==> src/rtl/lcd_drv_pkg.sv <==
package lcd_drv_pkg;
    localparam int NIB_W = 4;
    typedef enum logic [2:0] {
        ST_DARK = 3'd0,
        ST_PH1  = 3'd1,
        ST_PH2  = 3'd2,
        ST_PH3  = 3'd3,
        ST_PH4  = 3'd4
    } phase_e;
endpackage

==> src/rtl/lcd_regs.sv <==
module lcd_regs
    import lcd_drv_pkg::*;
#(
    parameter int NUM_SEG = 20,
    parameter int ADDR_W  = 5
) (
    input  logic                     clk,
    input  logic                     sys_rst_n,
    input  logic                     por_n,
    input  logic                     wr_en,
    input  logic [ADDR_W-1:0]        addr,
    input  logic [NIB_W-1:0]         wdata,
    output logic [NIB_W-1:0]         rdata,
    output logic [NUM_SEG*NIB_W-1:0] latch_flat,
    output logic [1:0]               tap_sel,
    output logic                     lcd_off,
    output logic                     lcd_blank,
    output logic                     mux4,
    output logic                     mode_chg
);
    localparam logic [ADDR_W-1:0] ADDR_RATE = ADDR_W'(NUM_SEG);
    localparam logic [ADDR_W-1:0] ADDR_CTRL = ADDR_W'(NUM_SEG + 1);

    logic [NIB_W-1:0] lat [NUM_SEG];
    logic [1:0]       strobe_sel;
    logic             ext_sup;

    genvar gi;
    generate
        for (gi = 0; gi < NUM_SEG; gi++) begin : g_seg
            always_ff @(posedge clk or negedge sys_rst_n) begin
                if (!sys_rst_n)
                    lat[gi] <= '0;
                else if (wr_en && addr == ADDR_W'(gi))
                    lat[gi] <= wdata;
            end
            assign latch_flat[gi*NIB_W +: NIB_W] = lat[gi];
        end
    endgenerate

    // control flags on the ordinary reset
    always_ff @(posedge clk or negedge sys_rst_n) begin
        if (!sys_rst_n) begin
            tap_sel   <= 2'b00;
            lcd_off   <= 1'b1;
            lcd_blank <= 1'b1;
            mux4      <= 1'b1;
        end else if (wr_en) begin
            if (addr == ADDR_RATE)
                tap_sel <= wdata[1:0];
            if (addr == ADDR_CTRL) begin
                lcd_off   <= wdata[0];
                lcd_blank <= wdata[1];
                mux4      <= wdata[2];
            end
        end
    end

    // flags cleared by power-on only
    always_ff @(posedge clk or negedge por_n) begin
        if (!por_n) begin
            strobe_sel <= 2'b00;
            ext_sup    <= 1'b0;
        end else if (wr_en) begin
            if (addr == ADDR_RATE)
                strobe_sel <= wdata[3:2];
            if (addr == ADDR_CTRL)
                ext_sup <= wdata[3];
        end
    end

    assign mode_chg = wr_en && (addr == ADDR_CTRL) && (wdata[2] != mux4);

    always_comb begin
        rdata = '0;
        for (int i = 0; i < NUM_SEG; i++)
            if (addr == ADDR_W'(i))
                rdata = lat[i];
        if (addr == ADDR_RATE)
            rdata = {strobe_sel, tap_sel};
        if (addr == ADDR_CTRL)
            rdata = {ext_sup, mux4, lcd_blank, lcd_off};
    end
endmodule

==> src/rtl/lcd_tick_gen.sv <==
module lcd_tick_gen #(
    parameter int BASE_LOG2 = 6,
    parameter int SEL_W     = 2
) (
    input  logic             clk,
    input  logic             sys_rst_n,
    input  logic [SEL_W-1:0] sel,
    output logic             tick
);
    localparam int CW = BASE_LOG2 + (1 << SEL_W) - 1;

    logic [CW-1:0] cnt;
    logic [CW-1:0] mask;
    logic [CW-1:0] one_v;

    always_ff @(posedge clk or negedge sys_rst_n) begin
        if (!sys_rst_n)
            cnt <= '0;
        else
            cnt <= cnt + one_v;
    end

    always_comb begin
        one_v = CW'(1);
        mask  = (one_v << (BASE_LOG2 + 32'(sel))) - one_v;
        tick  = ((cnt & mask) == mask);
    end
endmodule

==> src/rtl/lcd_phase_fsm.sv <==
module lcd_phase_fsm
    import lcd_drv_pkg::*;
(
    input  logic       clk,
    input  logic       sys_rst_n,
    input  logic       tick,
    input  logic       lcd_off,
    input  logic       mux4,
    input  logic       mode_chg,
    output logic [3:0] com,
    output logic [1:0] ph_idx,
    output logic       ph_live
);
    phase_e state, state_nx;

    always_comb begin
        state_nx = state;
        unique case (state)
            ST_DARK: if (!lcd_off) state_nx = ST_PH1;
            ST_PH1, ST_PH2, ST_PH3, ST_PH4: begin
                if (lcd_off)
                    state_nx = ST_DARK;
                else if (mode_chg)
                    state_nx = ST_PH1;
                else if (tick) begin
                    unique case (state)
                        ST_PH1:  state_nx = ST_PH2;
                        ST_PH2:  state_nx = ST_PH3;
                        ST_PH3:  state_nx = mux4 ? ST_PH4 : ST_PH1;
                        default: state_nx = ST_PH1;
                    endcase
                end
            end
            default: state_nx = ST_DARK;
        endcase
    end

    always_ff @(posedge clk or negedge sys_rst_n) begin
        if (!sys_rst_n)
            state <= ST_DARK;
        else
            state <= state_nx;
    end

    always_comb begin
        com     = 4'b0000;
        ph_idx  = 2'd0;
        ph_live = 1'b0;
        unique case (state)
            ST_DARK: ;
            ST_PH1: begin com = 4'b0001; ph_idx = 2'd0; ph_live = 1'b1; end
            ST_PH2: begin com = 4'b0010; ph_idx = 2'd1; ph_live = 1'b1; end
            ST_PH3: begin com = 4'b0100; ph_idx = 2'd2; ph_live = 1'b1; end
            ST_PH4: begin com = 4'b1000; ph_idx = 2'd3; ph_live = 1'b1; end
            default: ;
        endcase
        if (lcd_off) begin
            com     = 4'b0000;
            ph_live = 1'b0;
        end
    end
endmodule

==> src/rtl/lcd_phase_drv.sv <==
module lcd_phase_drv
    import lcd_drv_pkg::*;
#(
    parameter int NUM_SEG   = 20,
    parameter int ADDR_W    = 5,
    parameter int BASE_LOG2 = 6
) (
    input  logic               clk,
    input  logic               por_n,
    input  logic               rst_n,
    input  logic               wr_en,
    input  logic [ADDR_W-1:0]  addr,
    input  logic [3:0]         wdata,
    output logic [3:0]         rdata,
    output logic [3:0]         com,
    output logic [NUM_SEG-1:0] seg
);
    logic                     sys_rst_n;
    logic [NUM_SEG*NIB_W-1:0] latch_flat;
    logic [1:0]               tap_sel;
    logic                     lcd_off, lcd_blank, mux4, mode_chg;
    logic                     tick, ph_live;
    logic [1:0]               ph_idx;

    assign sys_rst_n = por_n & rst_n;

    lcd_regs #(.NUM_SEG(NUM_SEG), .ADDR_W(ADDR_W)) u_regs (
        .clk(clk), .sys_rst_n(sys_rst_n), .por_n(por_n),
        .wr_en(wr_en), .addr(addr), .wdata(wdata), .rdata(rdata),
        .latch_flat(latch_flat), .tap_sel(tap_sel),
        .lcd_off(lcd_off), .lcd_blank(lcd_blank), .mux4(mux4),
        .mode_chg(mode_chg)
    );

    lcd_tick_gen #(.BASE_LOG2(BASE_LOG2), .SEL_W(2)) u_tick (
        .clk(clk), .sys_rst_n(sys_rst_n), .sel(tap_sel), .tick(tick)
    );

    lcd_phase_fsm u_fsm (
        .clk(clk), .sys_rst_n(sys_rst_n), .tick(tick),
        .lcd_off(lcd_off), .mux4(mux4), .mode_chg(mode_chg),
        .com(com), .ph_idx(ph_idx), .ph_live(ph_live)
    );

    genvar gs;
    generate
        for (gs = 0; gs < NUM_SEG; gs++) begin : g_out
            assign seg[gs] = ph_live && !lcd_blank &&
                             latch_flat[gs*NIB_W + 32'(ph_idx)];
        end
    endgenerate
endmodule

==> config.mk <==
export PLATFORM = sky130hd
export DESIGN_NAME = lcd_phase_drv
export DESIGN_NICKNAME = d
export VERILOG_FILES = /design/src/rtl/lcd_drv_pkg.sv /design/src/rtl/lcd_regs.sv /design/src/rtl/lcd_tick_gen.sv /design/src/rtl/lcd_phase_fsm.sv /design/src/rtl/lcd_phase_drv.sv
export SDC_FILE = /design/constraint.sdc
export NUM_CORES = 1
export LEC_CHECK = 0
export BUFFER_PORTS_ARGS = -buffer_cell sky130_fd_sc_hd__buf_2
export CAP_MARGIN = 20
export CORE_ASPECT_RATIO = 1.75
export CORE_MARGIN = 1
export CORE_UTILIZATION = 61
export CTS_CLUSTER_SIZE = 8
export DETAILED_ROUTE_END_ITERATION = 16
export GPL_TIMING_DRIVEN = 0
export PLACE_DENSITY_LB_ADDON = 0.1
export SYNTH_ARGS = -nofsm -noshare
export SYNTH_HDL_FRONTEND = slang
export SYNTH_SLANG_ARGS = --single-unit
==> constraint.sdc <==
create_clock -name clk -period 3.69 [get_ports clk]
set_clock_uncertainty 0.1 [all_clocks]
set_input_delay 0 -clock clk [delete_from_list [all_inputs] [get_ports clk]]
set_output_delay 0 -clock clk [all_outputs]
set_load 0.05 [all_outputs]
==> reports/qor.yml, run 1 <==
status:
  status: "finished clean"
clocking:
  cts-resized-gates: 0
  clk_path_buf_depth: 2
  htree_levels: 3
  clk_pin_slew_ps: 80
  postCtsHoldBufs: 7
  cts.sinks: 100
  clk_latency_ps: 350
  cts_made_buffers: 9
  cts_tree: "done"
  clock-root-buffer: "clkbuf_16"
  postCtsSetupBuffers: 0
layout:
  n_antenna_cell: 0
  nets: 626
  synthToLayoutAreaGrowth_pct: 12.5
  drive_above_1_share_pct: 31.6
logic_synthesis:
  netlist_area_sq_um: 5860
  syn_inst: 556
  synth.distinct_cells: 67
  syn-num-nets: 570
  ys_seq_elements: 100
  synth_warnings: 0
  avgSynthCellArea_sq_um: 10.5
  synth-seq-area-share_pct: 42.8
  synthFlopType: "dfrtp_1"
  synth-edff-count: 0
  async_flop_share_pct: 100
routing:
  drt_pass1_iterations: 8
  viasPerCell: 6.90
  vias: 5097
  drt_drc_violations_left: 0
  drt_iter0_markers: 508
  ant_nets: 0
  routed_wl_microns: 19600
  routedWlPerCell_microns: 26.6
critical_path:
  cp.depth: 9
  criticalPathCategory: "flip-flop to output pin"
  path_buf_inv: 4
  cp_slowest_cell: "clkbuf_1"
  cp_slowest_stage_delay_ps: 670
  regToRegEndpoint: "u_fsm.state[2]"
  end_kind: "output pin"
  path_max_fanout: 10
  critical_path_required_ps: 3590
  path_delay_family: "buffers and inverters"
  crit_path_start: "u_fsm.state[0]"
  reg2regPathDepth: 6
  r2r_setup_slack_ps: 1790
  worstPathArrival_ps: 2840
  critPathLaunchType: "flip-flop"
  worstPathCellList: "buf_2, nor2_1, and2_1, clkbuf_1, nor2b_1, clkbuf_1, a221oi_1, nor2_1, buf_2"
  cp-endpoint: "seg[11]"
  r2r_start: "u_tick.cnt[0]"
placed_design:
  pre_cts_slack_ps: 1210
  portBuffers: 37
  place_hpwl_microns: 14000
  place_congestion: 0.985
timing:
  max_slew_margin_pct: 41.3
  setup_viol: 0
  maxSlewViolCount: 0
  fin_crit_ps: 2940
  grt_setup_unrepaired: "no"
  period_share_pct: 79.6
  worst_pin_slew_ps: 880
  fmax_ghz: 0.340
  hold_viol: 0
  fin_ws_ps: 752
floorplan:
  die_y_microns: 132
  io_pins: 41
  core_area_sq_um: 9410
  initial_utilization_pct: 62.3
  fp.dieW_microns: 76.1
  die_area_sq_um: 10000
  placementRows: 47
grt:
  antenna_found_initial: 0
  met2_usage_pct: 69.4
  grt_pass1_wl_microns: 30200
  grt_max_degree: 58
  first_global_vias: 5191
  grt_busiest_layer: "met2"
  grt_overflow: 0
  met1_usage_pct: 48.7
  grtUsageMet3_pct: 5.90
  grtUsageTotal_pct: 40.9
min_path:
  whs_path_depth: 4
  min_path_type: "primary input to flip-flop"
power_and_ir_drop:
  ir_drop_v: 0.000519
  p_leak_uw: 0.00295
  totalPowerFinal_uw: 3700
  power.density_nw_per_um2: 561
run:
  maxCapViolations: 0
==> cell usage after synthesis, types with 3 or more instances <==
cell,number,area (sq um)
mux4_2,4,90.1
xor2_1,3,26.3
nor2_2,6,37.5
nand3_1,13,65.1
nor2b_1,10,62.6
nand2_1,23,86.3
nor2_1,65,244
and3_1,6,37.5
mux2i_1,29,290
nor4_1,3,18.8
o21bai_1,3,22.5
a221oi_1,23,201
a21oi_1,11,55.1
and2_1,3,18.8
a31oi_1,5,31.3
mux2_2,96,1080
o21ai_0,24,120
dfrtp_1,97,2430
or3b_2,3,26.3
o22ai_1,6,37.5
nor3_1,8,40.0
buf_2,14,70.1
clkbuf_1,21,78.8
inv_1,9,33.8
xnor2_1,6,52.6
buf_4,4,30.0
nand2b_1,7,43.8
buf_6,4,45.0
dfstp_2,3,78.8
==> final cells by class <==
type | instances | area [sq um]
fillers | 719 | 2820
repair buffers | 45 | 283
plain buffers | 43 | 224
flip-flops and latches | 100 | 2510
clock inverters | 7 | 66.3
inverters | 10 | 37.5
well taps | 122 | 153
multi-input cells | 403 | 3090
clock buffers | 9 | 225
==> cell families after synthesis <==
group	Yosys count	share of synthesized area, %
AOI/OAI and AO/OA	102	12.5
xor gates and xnor gates	9	1.35
adders and majority gates	1	0.214
buffers and inverters	53	4.46
DFF	100	42.8
muxes	129	24.9
and+or+nand+nor	162	13.8
==> state kept, by name, summed over array words and instances, names as in the netlist <==
name	cells
u_regs.latch_flat	80
u_tick.cnt	9
u_fsm.state	3
u_regs.strobe_sel	2
u_regs.tap_sel	2
u_regs.ext_sup	1
u_regs.lcd_blank	1
u_regs.lcd_off	1
u_regs.mux4	1
==> worst min-delay path, stage by stage <==
cell and delay [ps]:
buf_6 120, nor2_1 80, nand3_1 200, mux2_2 190
==> placed cells by master (no fill, tap or decap), types with 10 or more instances in the layout <==
cell type and n:
a21oi_1 11, dfrtp_1 97, mux2i_1 29, clkbuf_1 21, nor2b_1 10, nand2_1 23, buf_2 51, nor2_1 65
mux2_2 96, a221oi_1 23, nand3_1 13, o21ai_0 24
==> routing by layer <==
metal  share of wire [%]  wire (microns)
met1                  36            7160
met2                  50            9910
met3                 6.6            1300
met4                 6.4            1260
met5                   0               0
==> stage by stage <==
stage / cell area (sq um) / setup TNS (ps) / utilization, % / cells / hold WS (ps)
6_report: 6590 / 0 / 70.0 / 739 / 165
4_1_cts: 6590 / 0 / 70.0 / 739 / 157
5_1_grt: 6590 / 0 / 70.0 / 739 / 204
2_1_floorplan: 5860 / 0 / - / 556 / -396
3_3_place_gp: 6200 / -44640 / 65.9 / 715 / -303
3_5_place_dp: 6230 / 0 / 66.2 / 716 / -298
==> report_power, final <==
group | internal [uW] | switching [uW]
Sequential | 1300 | 204
Combinational | 461 | 802
Clock | 476 | 455
Total | 2230 | 1460
==> worst min-delay path by stage <==
stage / startpoint / end / slack, ps
after global placement: por_n / u_regs.strobe_sel[1] / -300
after CTS: addr[0] / u_regs.latch_flat[0] / 160
after global routing: wr_en / u_regs.latch_flat[13] / 200
after detailed placement: por_n / u_regs.strobe_sel[1] / -300
after floorplan: por_n / u_regs.ext_sup / -400
final: addr[0] / u_regs.latch_flat[1] / 160
Power figures use the tool's default switching activity.
==> run 2, diff against run 1 <==
- clock period: 3.69 -> 3 ns (I/O delays scaled with it)
==> run 2 against run 1 <==
Net effect: via count fell by 1.9%; register-to-register slack worse by 710 ps; die area unchanged; critical path depth shrank 1; sequential power increased by 23%; worst hold slack worse by 5.8 ps; critical path type unchanged; sequential share of layout area increased by 0.051 points; final cell count unchanged.
==> reports/qor.yml, run 2 (same netlist as run 1, synthesis figures left out) <==
status:
  status: "finished clean"
clocking:
  cts_made_buffers: 9  # unchanged
  cts.sinks: 100  # unchanged
  clock-root-buffer: "clkbuf_16"
  postCtsSetupBuffers: 0  # unchanged
  clk_path_buf_depth: 2  # unchanged
  postCtsHoldBufs: 7  # unchanged
  clk_latency_ps: 350  # about the same
  cts_tree: "done"
  cts-resized-gates: 0  # unchanged
  clk_pin_slew_ps: 70  # about the same
  htree_levels: 3  # unchanged
layout:
  largest_reg_flops: 80  # unchanged
  layout_commonest_cell: "dfrtp_1"
  drive_above_1_share_pct: 31.4  # -0.16 points
  final_cell_mix: "97 x dfrtp_1, 96 x mux2_2, 65 x nor2_1, 51 x buf_2, 29 x mux2i_1"
  n_antenna_cell: 0  # unchanged
  nets: 626  # unchanged
  synthToLayoutAreaGrowth_pct: 12.3
  utilization_pct: 69.9  # -0.093 points
  design_area_sq_um: 6580  # -0.13%
timing:
  grt_setup_unrepaired: "no"
  fin_crit_ps: 2880
  maxSlewViolCount: 0  # unchanged
  period_share_pct: 96.1
  final.setup.tns_ps: 0  # unchanged
  worst_pin_slew_ps: 912  # +32.0 ps
  hold_viol: 0  # unchanged
  fmax_ghz: 0.347
  max_slew_margin_pct: 39.2  # -2.1 points
  fin_ws_ps: 116  # -637 ps
  setup_viol: 0  # unchanged
critical_path:
  critical_path_required_ps: 2900  # -690 ps
  reg2regPathDepth: 6  # unchanged
  crit_path_start: "u_fsm.state[0]"
  end_kind: "output pin"
  path_max_fanout: 10  # unchanged
  cp-endpoint: "seg[11]"
  r2r_start: "u_tick.cnt[0]"
  r2r_setup_slack_ps: 1080  # -710 ps
  worstPathArrival_ps: 2780  # -60 ps
  critPathLaunchType: "flip-flop"
  regToRegEndpoint: "u_fsm.state[2]"
  criticalPathCategory: "flip-flop to output pin"
min_path:
  min_path_type: "primary input to flip-flop"
  whs_path_depth: 4  # unchanged
grt:
  grt_max_degree: 58  # unchanged
  grtUsageTotal_pct: 39.5  # -1.4 points
  grt_overflow: 0  # unchanged
  antenna_found_initial: 0  # unchanged
  first_global_vias: 5112  # -1.5%
  grt_pass1_wl_microns: 29200  # -3.3%
floorplan:
  die_area_sq_um: 10000  # unchanged
  io_pins: 41  # unchanged
  initial_utilization_pct: 62.3  # unchanged
  fp.dieW_microns: 76.1  # unchanged
  core_area_sq_um: 9410  # unchanged
  placementRows: 47  # unchanged
  die_y_microns: 132  # unchanged
power_and_ir_drop:
  ir_drop_v: 0.000472  # -9.0%
  swShare_pct: 39.3  # -0.26 points
  cell_internal_pwr_uw: 2740  # +23%
  power_frac_comb_pct: 34.3  # about the same
  pwr-share-clk_pct: 24.8  # -0.4 points
  power.density_nw_per_um2: 687  # +22%
  switchingPower_uw: 1780  # +21%
  p_leak_uw: 0.00295  # about the same
  seqPwrFrac_pct: 40.8  # +0.2 points
routing:
  routed_wl_microns: 19200  # -2.3%
  drt_pass1_iterations: 5  # -3
  ant_nets: 0  # unchanged
  drt_drc_violations_left: 0  # unchanged
  routedWlPerCell_microns: 26.0  # -2.3%
  viasPerCell: 6.77  # -1.9%
  drt_iter0_markers: 514  # +1.2%
  vias: 5002  # -1.9%
placed_design:
  pre_cts_slack_ps: 526  # -682 ps
  portBuffers: 37  # unchanged
  placed_cell_area_sq_um: 6230  # unchanged
  place_congestion: 0.991  # +0.61%
  place_hpwl_microns: 13800  # -1.1%
run:
  maxCapViolations: 0  # unchanged
run 2: layout make-up:
class | instances | area [sq um]
inverters | 10 | 37.5
well taps | 122 | 153
fillers | 713 | 2830
plain buffers | 43 | 224
clock buffers | 10 | 229
repair buffers | 45 | 283
clock inverters | 6 | 53.8
flip-flops and latches | 100 | 2510
multi-input cells | 403 | 3090
run 2: power groups by stage:
stage	combinational, uW	clock (uW)	sequential, uW
after detailed placement	1510	0	1860
after global routing	1620	1180	1870
final	1550	1120	1850
after floorplan	1140	0	1750
after CTS	1530	1120	1830
after global placement	1480	0	1850
run 2: layer usage:
layer | up-vias | share of wire [%] | global-route usage (%)
met5 | - | 0 | 0
met4 | 0 | 7.5 | 28.6
met3 | 93 | 5.3 | 5.21
met2 | 260 | 49 | 66.0
met1 | 2494 | 38 | 46.3
li1 | 2155 | - | -
run 2: stage by stage:
stage,std cells,total power (uW),hold WS (ps)
finish,739,4520,159
global route,739,4660,181
global placement,715,3320,-303
floorplan,556,2890,-396
detailed placement,716,3370,-294
CTS,739,4480,152
run 2: worst min path at each step:
stage                                       to  slack, ps  startpoint
after floorplan                 u_regs.ext_sup       -400       por_n
after global placement    u_regs.strobe_sel[1]       -300       por_n
after detailed placement  u_regs.strobe_sel[1]       -290       por_n
after CTS                 u_regs.latch_flat[0]        150     addr[0]
after global routing      u_regs.latch_flat[2]        180     addr[0]
final                     u_regs.latch_flat[2]        160     addr[0]
run 2: critical path, cell delays in order, from the launching register on:
cell	delay [ps]
dfrtp_1	360
buf_2	220
nor2_1	220
and2_1	150
clkbuf_1	170
clkbuf_1	650
a221oi_1	210
nor2_1	160
buf_2	300
